<file path="config.mk">
export PLATFORM = sky130hd
export DESIGN_NAME = cursor_overlay
export DESIGN_NICKNAME = d
export VERILOG_FILES = /design/src/rtl/cursor_pkg.sv /design/src/rtl/cursor_regs.sv /design/src/rtl/cursor_fetch.sv /design/src/rtl/cursor_pixel.sv /design/src/rtl/cursor_overlay.sv
export SDC_FILE = /design/constraint.sdc
export NUM_CORES = 1
export LEC_CHECK = 0
export BUFFER_PORTS_ARGS = -buffer_cell sky130_fd_sc_hd__clkbuf_2
export CAP_MARGIN = 20
export CORE_AREA = 2 2 183 185
export DETAILED_ROUTE_END_ITERATION = 8
export DIE_AREA = 0 0 185 187
export PLACE_DENSITY = 0.69
export SLEW_MARGIN = 20
export SYNTH_ARGS = -nofsm -noshare
export SYNTH_HDL_FRONTEND = slang
export SYNTH_SLANG_ARGS = --single-unit
</file>
<file path="constraint.sdc">
create_clock -name clk -period 4.4 [get_ports clk]
set_input_delay 0.88 -clock clk [delete_from_list [all_inputs] [get_ports clk]]
set_output_delay 0.88 -clock clk [all_outputs]
set_load 0.02 [all_outputs]
</file>
<file path="src/rtl/cursor_pkg.sv">
// Package: shared codes and register indices for the cursor overlay.
// Assumes a byte-wide register port with a 4-bit index.
package cursor_pkg;
    typedef enum logic [1:0] {
        PC_COL0   = 2'b00,
        PC_COL1   = 2'b01,
        PC_CLEAR  = 2'b10,
        PC_INVERT = 2'b11
    } pix_code_e;

    localparam logic [3:0] RA_HS_LO   = 4'd0;
    localparam logic [3:0] RA_HS_HI   = 4'd1;
    localparam logic [3:0] RA_HPRE    = 4'd2;
    localparam logic [3:0] RA_VS_LO   = 4'd3;
    localparam logic [3:0] RA_VS_HI   = 4'd4;
    localparam logic [3:0] RA_VPRE    = 4'd5;
    localparam logic [3:0] RA_CTRL    = 4'd6;
    localparam logic [3:0] RA_BASE_LO = 4'd7;
    localparam logic [3:0] RA_BASE_HI = 4'd8;
endpackage

</file>
<file path="src/rtl/cursor_regs.sv">
// Module: cursor_regs
// Holds the live cursor registers, the frame-aligned shadow copies of
// position and preset, and the two-entry cursor palette. Assumes
// POS_W and BASE_W are both at least 9, so each has a high register.
module cursor_regs
    import cursor_pkg::*;
#(
    parameter int POS_W  = 11,
    parameter int PRE_W  = 6,
    parameter int BASE_W = 12,
    parameter int RGB_W  = 24
) (
    input  logic              clk,
    input  logic              rst_n,
    input  logic              reg_we,
    input  logic [3:0]        reg_addr,
    input  logic [7:0]        reg_wdata,
    input  logic              frame_start,
    input  logic              pal_we,
    input  logic              pal_sel,
    input  logic [RGB_W-1:0]  pal_wdata,
    output logic [POS_W-1:0]  sh_hs,
    output logic [POS_W-1:0]  sh_vs,
    output logic [PRE_W-1:0]  sh_hp,
    output logic [PRE_W-1:0]  sh_vp,
    output logic              vis,
    output logic              big,
    output logic [BASE_W-1:0] base,
    output logic [RGB_W-1:0]  pal0,
    output logic [RGB_W-1:0]  pal1,
    output logic              main_pal_we
);
    logic [POS_W-1:0]  hs_q, vs_q, hs_n, vs_n;
    logic [PRE_W-1:0]  hp_q, vp_q, hp_n, vp_n;
    logic [2:0]        ctrl_q, ctrl_n;
    logic [BASE_W-1:0] base_q, base_n;
    logic [RGB_W-1:0]  pal_q [2];

    // Next value of every live register, including this cycle's write.
    always_comb begin
        hs_n = hs_q; vs_n = vs_q; hp_n = hp_q; vp_n = vp_q;
        ctrl_n = ctrl_q; base_n = base_q;
        if (reg_we) begin
            case (reg_addr)
                RA_HS_LO:   hs_n[7:0]        = reg_wdata;
                RA_HS_HI:   hs_n[POS_W-1:8]  = reg_wdata[POS_W-9:0];
                RA_HPRE:    hp_n             = reg_wdata[PRE_W-1:0];
                RA_VS_LO:   vs_n[7:0]        = reg_wdata;
                RA_VS_HI:   vs_n[POS_W-1:8]  = reg_wdata[POS_W-9:0];
                RA_VPRE:    vp_n             = reg_wdata[PRE_W-1:0];
                RA_CTRL:    ctrl_n           = reg_wdata[2:0];
                RA_BASE_LO: base_n[7:0]      = reg_wdata;
                RA_BASE_HI: base_n[BASE_W-1:8] = reg_wdata[BASE_W-9:0];
                default: ;
            endcase
        end
    end

    // Live registers follow writes; shadows reload at the frame boundary.
    always_ff @(posedge clk) begin
        if (!rst_n) begin
            hs_q <= '0; vs_q <= '0; hp_q <= '0; vp_q <= '0;
            ctrl_q <= '0; base_q <= '0;
            sh_hs <= '0; sh_vs <= '0; sh_hp <= '0; sh_vp <= '0;
        end else begin
            hs_q <= hs_n; vs_q <= vs_n; hp_q <= hp_n; vp_q <= vp_n;
            ctrl_q <= ctrl_n; base_q <= base_n;
            if (frame_start) begin
                sh_hs <= hs_n; sh_vs <= vs_n; sh_hp <= hp_n; sh_vp <= vp_n;
            end
        end
    end

    // Cursor palette loads only when the data port is routed to it.
    always_ff @(posedge clk) begin
        if (!rst_n) begin
            pal_q[0] <= '0;
            pal_q[1] <= '0;
        end else if (pal_we && ctrl_q[2]) begin
            pal_q[pal_sel] <= pal_wdata;
        end
    end

    assign vis         = ctrl_q[0];
    assign big         = ctrl_q[1];
    assign base        = base_q;
    assign pal0        = pal_q[0];
    assign pal1        = pal_q[1];
    assign main_pal_we = pal_we & ~ctrl_q[2];


    shadow_hold_chk: assert property (@(posedge clk) disable iff (!rst_n)
        !$past(frame_start) |-> ($stable(sh_hs) && $stable(sh_vp)));

    pal_keep_chk: assert property (@(posedge clk) disable iff (!rst_n)
        !$past(pal_we && ctrl_q[2]) |-> ($stable(pal0) && $stable(pal1)));
endmodule

</file>
<file path="src/rtl/cursor_fetch.sv">
// Module: cursor_fetch
// On a line-start pulse, decides whether the upcoming line crosses the
// cursor. If it does, reads that pattern row into a one-line buffer,
// one byte per cycle. Assumes read data returns one cycle after the
// request, with no stall.
module cursor_fetch #(
    parameter int POS_W  = 11,
    parameter int PRE_W  = 6,
    parameter int BASE_W = 12,
    parameter int DATA_W = 8,
    localparam int SIZE   = 1 << PRE_W,
    localparam int NBYTES = SIZE * 2 / DATA_W,
    localparam int IDX_W  = $clog2(NBYTES),
    localparam int ADDR_W = BASE_W + PRE_W + IDX_W
) (
    input  logic                          clk,
    input  logic                          rst_n,
    input  logic                          line_start,
    input  logic [POS_W-1:0]              pix_y,
    input  logic [POS_W-1:0]              sh_vs,
    input  logic [PRE_W-1:0]              sh_vp,
    input  logic                          vis,
    input  logic                          big,
    input  logic [BASE_W-1:0]             base,
    input  logic [DATA_W-1:0]             mem_rdata,
    output logic                          mem_rd,
    output logic [ADDR_W-1:0]             mem_addr,
    output logic                          row_hit,
    output logic [NBYTES-1:0][DATA_W-1:0] lbuf
);
    localparam logic [IDX_W-1:0] LAST = IDX_W'(NBYTES - 1);

    logic [POS_W:0]   dy, row_sum;
    logic [PRE_W:0]   ext;
    logic             hit_now, busy, rd_d;
    logic [IDX_W-1:0] cnt, idx_d;
    logic [PRE_W-1:0] row_q;

    // Row of the pattern that the upcoming line shows, and whether it exists.
    always_comb begin
        ext     = big ? (PRE_W+1)'(SIZE) : (PRE_W+1)'(SIZE / 2);
        dy      = {1'b0, pix_y} - {1'b0, sh_vs};
        row_sum = {1'b0, dy[POS_W-1:0]} + (POS_W+1)'(sh_vp);
        hit_now = vis && !dy[POS_W] && (row_sum < (POS_W+1)'(ext));
    end

    // Burst sequencer: sixteen reads after a hitting line start.
    always_ff @(posedge clk) begin
        if (!rst_n) begin
            busy <= 1'b0; cnt <= '0; row_q <= '0; row_hit <= 1'b0;
        end else if (!vis) begin
            busy <= 1'b0; row_hit <= 1'b0;
        end else if (line_start) begin
            busy <= hit_now; cnt <= '0;
            row_q <= row_sum[PRE_W-1:0]; row_hit <= hit_now;
        end else if (busy) begin
            cnt <= cnt + 1'b1;
            if (cnt == LAST) busy <= 1'b0;
        end
    end

    // Line buffer capture, one cycle behind each request.
    always_ff @(posedge clk) begin
        if (!rst_n) begin
            rd_d <= 1'b0; idx_d <= '0; lbuf <= '0;
        end else begin
            rd_d  <= mem_rd;
            idx_d <= cnt;
            if (rd_d) lbuf[idx_d] <= mem_rdata;
        end
    end

    assign mem_rd   = busy;
    assign mem_addr = {base, row_q, cnt};


    no_fetch_hidden_chk: assert property (@(posedge clk) disable iff (!rst_n)
        (!vis && $past(!vis)) |-> !mem_rd);

    burst_end_chk: assert property (@(posedge clk) disable iff (!rst_n)
        (mem_rd && cnt == LAST && !line_start) |=> !mem_rd);

    burst_step_chk: assert property (@(posedge clk) disable iff (!rst_n)
        (mem_rd && $past(mem_rd) && !$past(line_start)) |->
        (mem_addr[IDX_W-1:0] == $past(mem_addr[IDX_W-1:0]) + 1'b1));
endmodule

</file>
<file path="src/rtl/cursor_pixel.sv">
// Module: cursor_pixel
// Per-pixel stage: window test, column select from the line buffer,
// and the registered code and colour. Assumes the line buffer holds
// the current line's row whenever row_hit is set.
module cursor_pixel
    import cursor_pkg::*;
#(
    parameter int POS_W  = 11,
    parameter int PRE_W  = 6,
    parameter int DATA_W = 8,
    parameter int RGB_W  = 24,
    localparam int SIZE   = 1 << PRE_W,
    localparam int NBYTES = SIZE * 2 / DATA_W,
    localparam int PPB    = DATA_W / 2,
    localparam int SUB_W  = $clog2(PPB)
) (
    input  logic                          clk,
    input  logic                          rst_n,
    input  logic [POS_W-1:0]              pix_x,
    input  logic                          active,
    input  logic [POS_W-1:0]              sh_hs,
    input  logic [PRE_W-1:0]              sh_hp,
    input  logic                          vis,
    input  logic                          big,
    input  logic                          row_hit,
    input  logic [NBYTES-1:0][DATA_W-1:0] lbuf,
    input  logic [RGB_W-1:0]              pal0,
    input  logic [RGB_W-1:0]              pal1,
    output logic [1:0]                    pix_code,
    output logic [RGB_W-1:0]              cur_rgb
);
    logic [POS_W:0]     dx, col_sum;
    logic [PRE_W:0]     ext;
    logic [PRE_W-1:0]   col;
    logic [DATA_W-1:0]  byte_v;
    logic [SUB_W:0]     shift;
    logic               in_win;
    pix_code_e          code_c;

    // Column inside the pattern and the two-bit code found there.
    always_comb begin
        ext     = big ? (PRE_W+1)'(SIZE) : (PRE_W+1)'(SIZE / 2);
        dx      = {1'b0, pix_x} - {1'b0, sh_hs};
        col_sum = {1'b0, dx[POS_W-1:0]} + (POS_W+1)'(sh_hp);
        in_win  = !dx[POS_W] && (col_sum < (POS_W+1)'(ext));
        col     = col_sum[PRE_W-1:0];
        byte_v  = lbuf[col[PRE_W-1:SUB_W]];
        shift   = (SUB_W+1)'((PPB - 1 - int'(col[SUB_W-1:0])) * 2);
        code_c  = pix_code_e'(2'(byte_v >> shift));
    end

    // Output register: code and matching palette colour.
    always_ff @(posedge clk) begin
        if (!rst_n) begin
            pix_code <= PC_CLEAR;
            cur_rgb  <= '0;
        end else if (vis && active && row_hit && in_win) begin
            pix_code <= code_c;
            case (code_c)
                PC_COL0: cur_rgb <= pal0;
                PC_COL1: cur_rgb <= pal1;
                default: cur_rgb <= '0;
            endcase
        end else begin
            pix_code <= PC_CLEAR;
            cur_rgb  <= '0;
        end
    end


    blank_clear_chk: assert property (@(posedge clk) disable iff (!rst_n)
        !$past(active) |-> (pix_code == PC_CLEAR));

    hidden_clear_chk: assert property (@(posedge clk) disable iff (!rst_n)
        !$past(vis) |-> (pix_code == PC_CLEAR));

    rgb_zero_chk: assert property (@(posedge clk) disable iff (!rst_n)
        pix_code[1] |-> (cur_rgb == '0));
endmodule

</file>
<file path="src/rtl/cursor_overlay.sv">
// Module: cursor_overlay (top)
// Hardware cursor sprite overlay: registers, line fetcher and pixel stage.
// Assumes line_start falls in horizontal blanking with pix_y holding the
// line about to be shown, and that blanking lasts at least 18 cycles.
module cursor_overlay #(
    parameter int POS_W  = 11,
    parameter int PRE_W  = 6,
    parameter int BASE_W = 12,
    parameter int DATA_W = 8,
    parameter int RGB_W  = 24,
    localparam int SIZE   = 1 << PRE_W,
    localparam int NBYTES = SIZE * 2 / DATA_W,
    localparam int ADDR_W = BASE_W + PRE_W + $clog2(NBYTES)
) (
    input  logic              clk,
    input  logic              rst_n,
    input  logic              reg_we,
    input  logic [3:0]        reg_addr,
    input  logic [7:0]        reg_wdata,
    input  logic              pal_we,
    input  logic              pal_sel,
    input  logic [RGB_W-1:0]  pal_wdata,
    output logic              main_pal_we,
    input  logic              frame_start,
    input  logic              line_start,
    input  logic              active,
    input  logic [POS_W-1:0]  pix_x,
    input  logic [POS_W-1:0]  pix_y,
    output logic              mem_rd,
    output logic [ADDR_W-1:0] mem_addr,
    input  logic [DATA_W-1:0] mem_rdata,
    output logic [1:0]        pix_code,
    output logic [RGB_W-1:0]  cur_rgb
);
    logic [POS_W-1:0]              sh_hs, sh_vs;
    logic [PRE_W-1:0]              sh_hp, sh_vp;
    logic                          vis, big, row_hit;
    logic [BASE_W-1:0]             base;
    logic [RGB_W-1:0]              pal0, pal1;
    logic [NBYTES-1:0][DATA_W-1:0] lbuf;

    cursor_regs #(.POS_W(POS_W), .PRE_W(PRE_W), .BASE_W(BASE_W), .RGB_W(RGB_W)) u_regs (
        .clk(clk), .rst_n(rst_n), .reg_we(reg_we), .reg_addr(reg_addr),
        .reg_wdata(reg_wdata), .frame_start(frame_start), .pal_we(pal_we),
        .pal_sel(pal_sel), .pal_wdata(pal_wdata), .sh_hs(sh_hs), .sh_vs(sh_vs),
        .sh_hp(sh_hp), .sh_vp(sh_vp), .vis(vis), .big(big), .base(base),
        .pal0(pal0), .pal1(pal1), .main_pal_we(main_pal_we)
    );

    cursor_fetch #(.POS_W(POS_W), .PRE_W(PRE_W), .BASE_W(BASE_W), .DATA_W(DATA_W)) u_fetch (
        .clk(clk), .rst_n(rst_n), .line_start(line_start), .pix_y(pix_y),
        .sh_vs(sh_vs), .sh_vp(sh_vp), .vis(vis), .big(big), .base(base),
        .mem_rdata(mem_rdata), .mem_rd(mem_rd), .mem_addr(mem_addr),
        .row_hit(row_hit), .lbuf(lbuf)
    );

    cursor_pixel #(.POS_W(POS_W), .PRE_W(PRE_W), .DATA_W(DATA_W), .RGB_W(RGB_W)) u_pixel (
        .clk(clk), .rst_n(rst_n), .pix_x(pix_x), .active(active),
        .sh_hs(sh_hs), .sh_hp(sh_hp), .vis(vis), .big(big), .row_hit(row_hit),
        .lbuf(lbuf), .pal0(pal0), .pal1(pal1), .pix_code(pix_code),
        .cur_rgb(cur_rgb)
    );


    reset_quiet_chk: assert property (@(posedge clk)
        $past(!rst_n) |-> (pix_code == 2'b10 && !mem_rd));
endmodule

</file>
==> reports/qor.yml, run 1 <==
mostFrequentLayoutCell: "dfxtp_1"
antenna_found_initial: 0
slew_headroom: 0.280
hold-path-endpoint: "u_fetch.row_q[0]"
critPathCaptureType: "flip-flop"
synth_edf_count: 48
cts_sinks: 302
gp_congestion: 0.845
drtPass1Iterations: 4
period_minus_slack_ns: 4.35
hold_path_startpoint: "u_fetch.row_q[0]"
tightest_slew_ns: 1.08
placedInstanceArea_um2: 16100
grt_max_degree: 233
clock_latency_ns: 0.51
peakVddDrop_uv: 241
dp_hpwl_um: 23200
grt_pass1_wl_um: 54300
syn-num-nets: 1503
utilization: 0.526
hold_viol: 0
drc: 0
drt-total-wl_um: 34300
setup_tns_ns: 0
syn_avg_cell_area_um2: 10.5
ys_seq_elements: 302
critPathLaunchType: "input pin"
avgViaCountPerCell: 5.14
cts_root_buffer: "clkbuf_16"
cts-htree-levels: 2
fin_crit_sh: 0.989
cts_tree: "done"
io_buffers: 123
synthCells: 1387
fp.dieH_um: 187
insertedDiodeCount: 0
reg2reg_to: "u_pixel.cur_rgb[3]"
setup_viol: 0
reg2reg_depth: 19
rows: 67
drive_gt1_frac: 0.207
cts_buffer_depth: 3
p_per_area_nw_per_um2: 403
dieWidth_um: 185
io_pins: 124
instances_no_fill: 2016
fmax_mhz: 230
crit_type: "in -> reg"
wl_per_cell_um: 17.0
synthArstFlopShare: 0
numCtsBuffers: 34
dp.cells: 1952
fin_nets: 1661
ys.flop_type: "dfxtp_1"
leakagePower_nw: 7.23
drv_slew: 0
status: "finished clean"
drt_iter0_drc: 474
fillCellCount: 2988
synthDistinctLibCells: 71
vias: 10400
drv_cap: 0
grt-ovfl-total: 0
ys_warn_count: 0
finalPower_mw: 6.96
hp-class: "reg -> reg"
areaGrowthSynthToFinish_pct: 19.1
syn_area_um2: 14500
clock_skew_ns: 0.0270
start_util: 0.442
ant_nets: 0
grt_pass1_vias: 10300
r2r_start: "u_regs.sh_hs[0]"
path_clk_slew_ns: 0.06
grt.total_usage: 0.196
fin_area_um2: 17300
r2r_setup_slack_ns: 0.20
dieArea_um2: 34600
whs_path_depth: 2
core-area_um2: 32900
cp_data_arrival_time_ns: 4.73
yosysSeqAreaShare: 0.450
layout_common_cells: "dfxtp_1 (254), mux2i_1 (210), nor2b_1 (207), clkbuf_2 (121), nand2_1 (85)"
worstPathRequired_ns: 4.78
crit_fanout: 15
-- per-layer routing --
layer | global-route usage | up-vias | routed length [um]
li1 | - | 5145 | -
met1 | 0.256 | 4957 | 15600
met2 | 0.326 | 188 | 16300
met3 | 0.0362 | 64 | 1410
met4 | 0.0641 | 0 | 935
met5 | 0 | - | 0
-- worst max-delay path, cell delays in order --
cell and delay, ns:
buf_2 0.14, inv_12 0.05, ha_4 0.12, inv_2 0.03
fa_2 0.35, a21oi_2 0.17, o21bai_1 0.09, xor2_1 0.28
ha_4 0.28, buf_12 0.14, nand2b_1 0.15, a211oi_2 0.23
nor3_2 0.07, o41ai_2 0.41, buf_4 0.18, o211ai_2 0.10
a2111oi_4 0.38, buf_6 0.19, clkbuf_16 0.17, mux2i_1 0.21
nor2b_1 0.07
-- power by group --
part / internal (mW) / total [mW] / switching, mW / leakage, nW
Clock: 1.57 / 2.68 / 1.11 / 0.520
Combinational: 0.691 / 1.42 / 0.733 / 4.16
Sequential: 2.84 / 2.86 / 0.0190 / 2.55
-- stage by stage --
step	hold slack, ns	worst slack (ns)
after floorplan	0.454	-0.183
after global placement	0.457	-0.471
after detailed placement	0.464	-0.585
after CTS	0.472	0.00596
after global routing	0.501	-0.0262
final	0.468	0.0470
-- sequential cells by signal, indices dropped and copies added (netlist names), 11 cells and up --
register and cells:
u_fetch.lbuf 128, u_regs.pal_q 48, u_pixel.cur_rgb 24, u_regs.base 12, u_regs.hs_q 11, u_regs.sh_hs 11, u_regs.sh_vs 11, u_regs.vs_q 11
-- layout make-up --
cell class,count,area (um2),area share
Inverter,51,204,0.0118
Clock buffer,49,990,0.0572
Multi-Input combinational cell,956,7620,0.441
Sequential cell,302,6530,0.377
Clock inverter,10,67.6,0.00391
Timing Repair Buffer,200,1330,0.0767
Tap cell,448,561,0.0324
-- synthesized netlist by cell type (5+ instances only) --
| cell | count | area (um2) |
|---|---|---|
| inv_1 | 50 | 188 |
| xor2_1 | 7 | 61.3 |
| mux4_2 | 20 | 450 |
| mux2i_1 | 214 | 2140 |
| o221ai_1 | 6 | 52.6 |
| clkbuf_1 | 64 | 240 |
| a21boi_0 | 5 | 37.5 |
| nand2b_1 | 27 | 169 |
| o22ai_1 | 7 | 43.8 |
| nand2_1 | 85 | 319 |
| nor2b_1 | 208 | 1300 |
| o21bai_1 | 5 | 37.5 |
| nor2_1 | 27 | 101 |
| a21oi_1 | 29 | 145 |
| xnor2_1 | 11 | 96.3 |
| nor3_1 | 13 | 65.1 |
| o21ai_0 | 28 | 140 |
| and2_1 | 62 | 388 |
| a21o_1 | 6 | 45.0 |
| mux2_2 | 8 | 90.1 |
| a211oi_1 | 10 | 75.1 |
| o211a_1 | 34 | 340 |
| edfxtp_1 | 48 | 1440 |
| or3_1 | 7 | 43.8 |
| ha_1 | 38 | 475 |
| buf_6 | 6 | 67.6 |
| nand3b_1 | 7 | 52.6 |
| nor3b_1 | 7 | 52.6 |
| buf_2 | 7 | 35.0 |
| nand3_1 | 18 | 90.1 |
| a22oi_1 | 8 | 60.1 |
| dfxtp_1 | 254 | 5080 |
-- cells by family after synthesis --
kind of cell,synth area share
AND/OR/NAND/NOR,0.189
flip-flops,0.450
adder cells (fa/ha/maj),0.0383
AO/OA/AOI/OAI,0.0880
multiplexers,0.185
buffers and inverters,0.0373
XOR/XNOR,0.0131
-- worst max path at each step --
stage,startpoint,slack [ns],endpoint,cells after the start
global route,pix_x[0],-0.03,u_pixel.cur_rgb[7],21
finish,pix_x[0],0.05,u_pixel.cur_rgb[3],21
CTS,pix_x[0],0.006,u_pixel.cur_rgb[3],17
floorplan,pix_x[0],-0.18,u_pixel.cur_rgb[10],20
detailed placement,pix_x[0],-0.59,u_pixel.cur_rgb[9],20
global placement,pix_x[0],-0.47,u_pixel.cur_rgb[16],17
-- timing repair --
item,CTS,global route
cloned,0,3
hold buffers,0,0
buffers inserted,0,2
endpoints found under the hold margin,0,0
endpoints found under the setup margin,24,26
gates resized for setup,6,24
pin swaps,0,8
Note: power is estimated with default switching activity, not from simulation.
==> run 2, diff against run 1 <==
--- a/config.mk
+++ b/config.mk
@@ -10,7 +10,8 @@
 export CORE_AREA = 2 2 183 185
 export DETAILED_ROUTE_END_ITERATION = 8
 export DIE_AREA = 0 0 185 187
-export PLACE_DENSITY = 0.69
+export MAX_ROUTING_LAYER = met4
+export PLACE_DENSITY = 0.66
 export SLEW_MARGIN = 20
 export SYNTH_ARGS = -nofsm -noshare
 export SYNTH_HDL_FRONTEND = slang
==> constraint.sdc (replaced) <==
create_clock -name clk -period 5.65 [get_ports clk]
set_input_delay 1.13 -clock clk [delete_from_list [all_inputs] [get_ports clk]]
set_output_delay 1.13 -clock clk [all_outputs]
set_load 0.02 [all_outputs]
==> run 2 against run 1 <==
- non-clock buffer count is 50 lower
- worst hold slack worse by 0.0056 ns
- register-to-register slack better by 0.68 ns
- clock skew is 0.0060 ns lower
- critical endpoint is now u_pixel.cur_rgb[0]
- largest cell class unchanged
==> reports/qor.yml, run 2 (synthesis results as in run 1) <==
crit_type: "in -> reg"
dp_hpwl_um: 22500
drt-total-wl_um: 33300
setup_viol: 0
setup_ws_ns: 0.514
grt.total_usage: 0.199
fin_area_um2: 16800
drv_cap: 0
cp_data_arrival_time_ns: 5.52
core-area_um2: 32900
rsz0062_at_grt: "no"
wl_per_cell_um: 16.9
finalPower_mw: 5.41
worstPathRequired_ns: 6.04
fin_nets: 1612
layout_common_cells: "dfxtp_1 (254), mux2i_1 (214), nor2b_1 (208), clkbuf_2 (122), nand2_1 (85)"
hold_path_startpoint: "u_fetch.row_q[1]"
areaGrowthSynthToFinish_pct: 15.8
grt_pass1_vias: 9713
hold-path-endpoint: "u_fetch.row_q[1]"
largest_reg_flops: 128
reg_top3: "u_fetch.lbuf: 128 flops, u_regs.pal_q: 48 flops, u_pixel.cur_rgb: 24 flops"
reg2reg_depth: 15
vias: 10100
dieWidth_um: 185
cts_buffer_depth: 3
numCtsBuffers: 35
setup_tns_ns: 0
clock_skew_ns: 0.0210
critPathLaunchType: "input pin"
post_cts_buffers: 0
grt_max_degree: 115
start_util: 0.442
drtPass1Iterations: 5
leakagePower_nw: 7.00
hold_viol: 0
hold_buffers: 0
ant_nets: 0
p_per_area_nw_per_um2: 322
cts-htree-levels: 2
drt_iter0_drc: 579
io_pins: 124
critPathCaptureType: "flip-flop"
period_minus_slack_ns: 5.14
grt_pass1_wl_um: 53000
fillCellCount: 3035
r2r_start: "u_regs.sh_hs[0]"
placedInstanceArea_um2: 15600
clock_latency_ns: 0.52
cts_sinks: 302
top_register: "u_fetch.lbuf"
whs_path_depth: 2
reg2reg_to: "u_pixel.cur_rgb[0]"
fin_crit_sh: 0.909
drive_gt1_frac: 0.164
cts_root_buffer: "clkbuf_16"
hp-class: "reg -> reg"
post_cts_resize_count: 0
slew_headroom: 0.269
io_buffers: 123
rows: 67
status: "finished clean"
avgViaCountPerCell: 5.10
critPathMaxStageDelay_ns: 0.70
mostFrequentLayoutCell: "dfxtp_1"
grt-ovfl-total: 0
drc: 0
fp.dieH_um: 187
peakVddDrop_uv: 211
drv_slew: 0
crit_fanout: 25
path_clk_slew_ns: 0.06
cp_slowest_cell: "a2111oi_0"
dieArea_um2: 34600
fmax_mhz: 195
tightest_slew_ns: 1.09
antenna_found_initial: 1
cts_tree: "done"
r2r_setup_slack_ns: 0.88
gp_congestion: 0.844
dp_slack_ns: 0.166
cp_cell_sequence: "clkbuf_2 > inv_1 > ha_1 > inv_1 > fa_1 > xor2_1 > ha_1 > nand3_1 > nand3_1 > nand2_1 > mux4_2 > o22ai_1 > a2111oi_0 > a21oi_1 > and4_1 > buf_12 > nor2b_1"
run 2: area by class of cell:
class / instances / area, um2 / area share
Tap cell: 448 / 561 / 0.0333
Antenna cell: 1 / 2.50 / 0.000149
Clock inverter: 13 / 155 / 0.00923
Timing Repair Buffer: 150 / 871 / 0.0518
Inverter: 51 / 191 / 0.0114
Multi-Input combinational cell: 956 / 7470 / 0.444
Clock buffer: 50 / 1030 / 0.0615
Sequential cell: 302 / 6530 / 0.388
run 2: metrics by stage:
stage                     cells   util  hold WS [ns]
final                      1971  0.511         0.462
after floorplan            1387      -         0.454
after detailed placement   1907  0.475         0.460
after global routing       1971  0.511         0.498
after global placement     1907  0.475         0.454
after CTS                  1970  0.511         0.468
run 2: layer usage:
| metal | vias up | track usage | routed length [um] |
|---|---|---|---|
| met3 | 45 | 0.0337 | 1280 |
| li1 | 5050 | - | - |
| met2 | 186 | 0.317 | 15800 |
| met4 | 0 | 0.0534 | 692 |
| met1 | 4777 | 0.261 | 15500 |
| met5 | - | - | 0 |
run 2: how the worst max path moves through the flow:
stage | cells after the start | start | endpoint | slack (ns)
after global placement | 17 | pix_x[0] | u_pixel.cur_rgb[15] | 0.19
after detailed placement | 17 | pix_x[0] | u_pixel.cur_rgb[15] | 0.17
after global routing | 17 | pix_x[0] | u_pixel.cur_rgb[5] | 0.35
after floorplan | 19 | pix_x[0] | u_pixel.cur_rgb[10] | 0.71
final | 17 | pix_x[0] | u_pixel.cur_rgb[0] | 0.51
after CTS | 17 | pix_x[0] | u_pixel.cur_rgb[0] | 0.68
run 2: critical path, delay by kind of cell:
kind | cells | cell delay, ns
AND/OR/NAND/NOR | 5 | 1.35
adder cells (fa/ha/maj) | 3 | 1.15
AO/OA/AOI/OAI | 3 | 0.89
multiplexers | 1 | 0.48
buffers and inverters | 4 | 0.35
XOR/XNOR | 1 | 0.17
run 2: where the power goes:
part | switching [mW] | internal (mW)
clock network | 0.896 | 1.41
registers | 0.0133 | 2.21
logic | 0.493 | 0.378
total | 1.40 | 4.00
==> run 3, diff against run 2 <==
--- a/config.mk
+++ b/config.mk
@@ -7,11 +7,13 @@
 export LEC_CHECK = 0
 export BUFFER_PORTS_ARGS = -buffer_cell sky130_fd_sc_hd__clkbuf_2
 export CAP_MARGIN = 20
+export CELL_PAD_IN_SITES_DETAIL_PLACEMENT = 0
+export CELL_PAD_IN_SITES_GLOBAL_PLACEMENT = 1
 export CORE_AREA = 2 2 183 185
 export DETAILED_ROUTE_END_ITERATION = 8
 export DIE_AREA = 0 0 185 187
 export MAX_ROUTING_LAYER = met4
-export PLACE_DENSITY = 0.66
+export PLACE_DENSITY = 0.8
 export SLEW_MARGIN = 20
 export SYNTH_ARGS = -nofsm -noshare
 export SYNTH_HDL_FRONTEND = slang
==> run 3 against run 2 <==
- total power decreased by 1.5%
- utilization decreased by 0.20 points
- sequential cell count unchanged
- sequential share of layout area increased by 0.15 points
- clock-buffer cell count decreased by 3
- critical endpoint is now u_pixel.cur_rgb[22]
- largest power group is now registers
==> reports/qor.yml, run 3 (synthesis results as in run 1) <==
vias: 10100
peakVddDrop_uv: 262
dp_slack_ns: 0.251
drv_slew: 0
worstPathRequired_ns: 6.04
critPathLaunchType: "input pin"
ant_nets: 0
whs_ns: 0.467
rsz0062_at_grt: "no"
dp.cells: 1904
clock_latency_ns: 0.52
reg2reg_to: "u_pixel.cur_rgb[22]"
fmax_mhz: 202
cts_tree: "done"
gp_congestion: 0.822
drt_iter0_drc: 500
r2r_start: "u_regs.sh_hs[0]"
drtPass1Iterations: 5
period_minus_slack_ns: 4.94
drv_cap: 0
dieArea_um2: 34600
p_int_mw: 3.93
status: "finished clean"
r2r_setup_slack_ns: 1.08
largest_reg_flops: 128
grt_pass1_vias: 10100
cp_data_arrival_time_ns: 5.34
p_switching_mw: 1.39
areaGrowthSynthToFinish_pct: 15.3
io_pins: 124
fin_crit_sh: 0.875
p_per_area_nw_per_um2: 318
numCtsBuffers: 35
cts_root_buffer: "clkbuf_16"
hold_path_startpoint: "u_fetch.row_q[5]"
fillCellCount: 3061
crit_type: "in -> reg"
hp-class: "reg -> reg"
antenna_found_initial: 0
drt-total-wl_um: 33000
cts_sinks: 302
cts_buffer_depth: 3
cts-htree-levels: 2
drc: 0
comb_power_share: 0.165
critPathCaptureType: "flip-flop"
multi_input_area_um2: 7470
layout_common_cells: "dfxtp_1 (254), mux2i_1 (214), nor2b_1 (208), clkbuf_2 (122), nand2_1 (85)"
path_clk_slew_ns: 0.05
setup_ws_ns: 0.705
post_cts_resize_count: 0
p_clk_frac: 0.417
hold_buffers: 0
grt_max_degree: 133
start_util: 0.442
io_buffers: 123
insertedDiodeCount: 0
reg_top3: "u_fetch.lbuf: 128 flops, u_regs.pal_q: 48 flops, u_pixel.cur_rgb: 24 flops"
avgViaCountPerCell: 5.13
swShare: 0.262
grt-ovfl-total: 0
reg2reg_depth: 15
fin_nets: 1609
slew_headroom: 0.293
drive_gt1_frac: 0.162
mostFrequentLayoutCell: "dfxtp_1"
post_cts_buffers: 0
hold-path-endpoint: "u_fetch.row_q[5]"
regArea_um2: 6530
dieWidth_um: 185
whs_path_depth: 2
pwr-share-seq: 0.418
top_register: "u_fetch.lbuf"
rows: 67
instances_no_fill: 1966
core-area_um2: 32900
tightest_slew_ns: 1.06
grt_pass1_wl_um: 53500
wl_per_cell_um: 16.8
fp.dieH_um: 187
crit_fanout: 25
clock_skew_ns: 0.0216
dp_hpwl_um: 22500
leakagePower_nw: 6.97
setup_viol: 0
setup_tns_ns: 0
hold_viol: 0
grt.total_usage: 0.200
run 3: layout make-up:
cell class / instances / share of cell area
timing repair buffer: 147 / 0.0507
inverter: 51 / 0.0114
clock buffer: 47 / 0.0599
multi-input combinational: 956 / 0.446
clock inverter: 15 / 0.00830
sequential: 302 / 0.390
tap: 448 / 0.0335
run 3: critical path, stage by stage:
cell       delay [ns]
clkbuf_2         0.08
inv_1            0.05
ha_1             0.17
inv_1            0.06
fa_1             0.39
xor2_1           0.18
ha_1             0.48
and3_1           0.29
o21ai_1          0.40
nand2_1          0.37
mux4_2           0.46
o22ai_1          0.11
a2111oi_0        0.49
a21oi_1          0.10
and4_1           0.27
buf_12           0.17
nor2b_1          0.13
run 3: stage by stage:
stage                      util  total power, mW  instance area [um2]
after CTS                 0.509             5.39                16700
after global placement    0.475             3.14                15600
after global routing      0.509             5.55                16700
final                     0.509             5.32                16700
after detailed placement  0.475             3.15                15600
after floorplan               -             2.92                14500
run 3: metal layers:
| metal | track usage | wire length, um |
|---|---|---|
| met5 | - | 0 |
| met4 | 0.0559 | 681 |
| met3 | 0.0319 | 1270 |
| met2 | 0.326 | 15900 |
| met1 | 0.257 | 15100 |
run 3: power groups by stage:
stage | Clock [mW] | Sequential, mW | Combinational [mW]
6_report | 2.22 | 2.22 | 0.881
5_1_grt | 2.37 | 2.23 | 0.960
4_1_cts | 2.28 | 2.22 | 0.884
3_5_place_dp | 0 | 2.27 | 0.880
3_3_place_gp | 0 | 2.27 | 0.870
2_1_floorplan | 0 | 2.27 | 0.654
run 3: worst max-delay path by stage:
stage / cells past startpoint / slack (ns) / end / startpoint
final: 17 / 0.71 / u_pixel.cur_rgb[22] / pix_x[0]
after global routing: 20 / 0.43 / u_pixel.cur_rgb[6] / pix_x[0]
after CTS: 17 / 0.77 / u_pixel.cur_rgb[22] / pix_x[0]
after detailed placement: 17 / 0.25 / u_pixel.cur_rgb[22] / pix_x[0]
after global placement: 18 / 0.24 / u_pixel.cur_rgb[7] / pix_x[0]
after floorplan: 19 / 0.71 / u_pixel.cur_rgb[10] / pix_x[0]
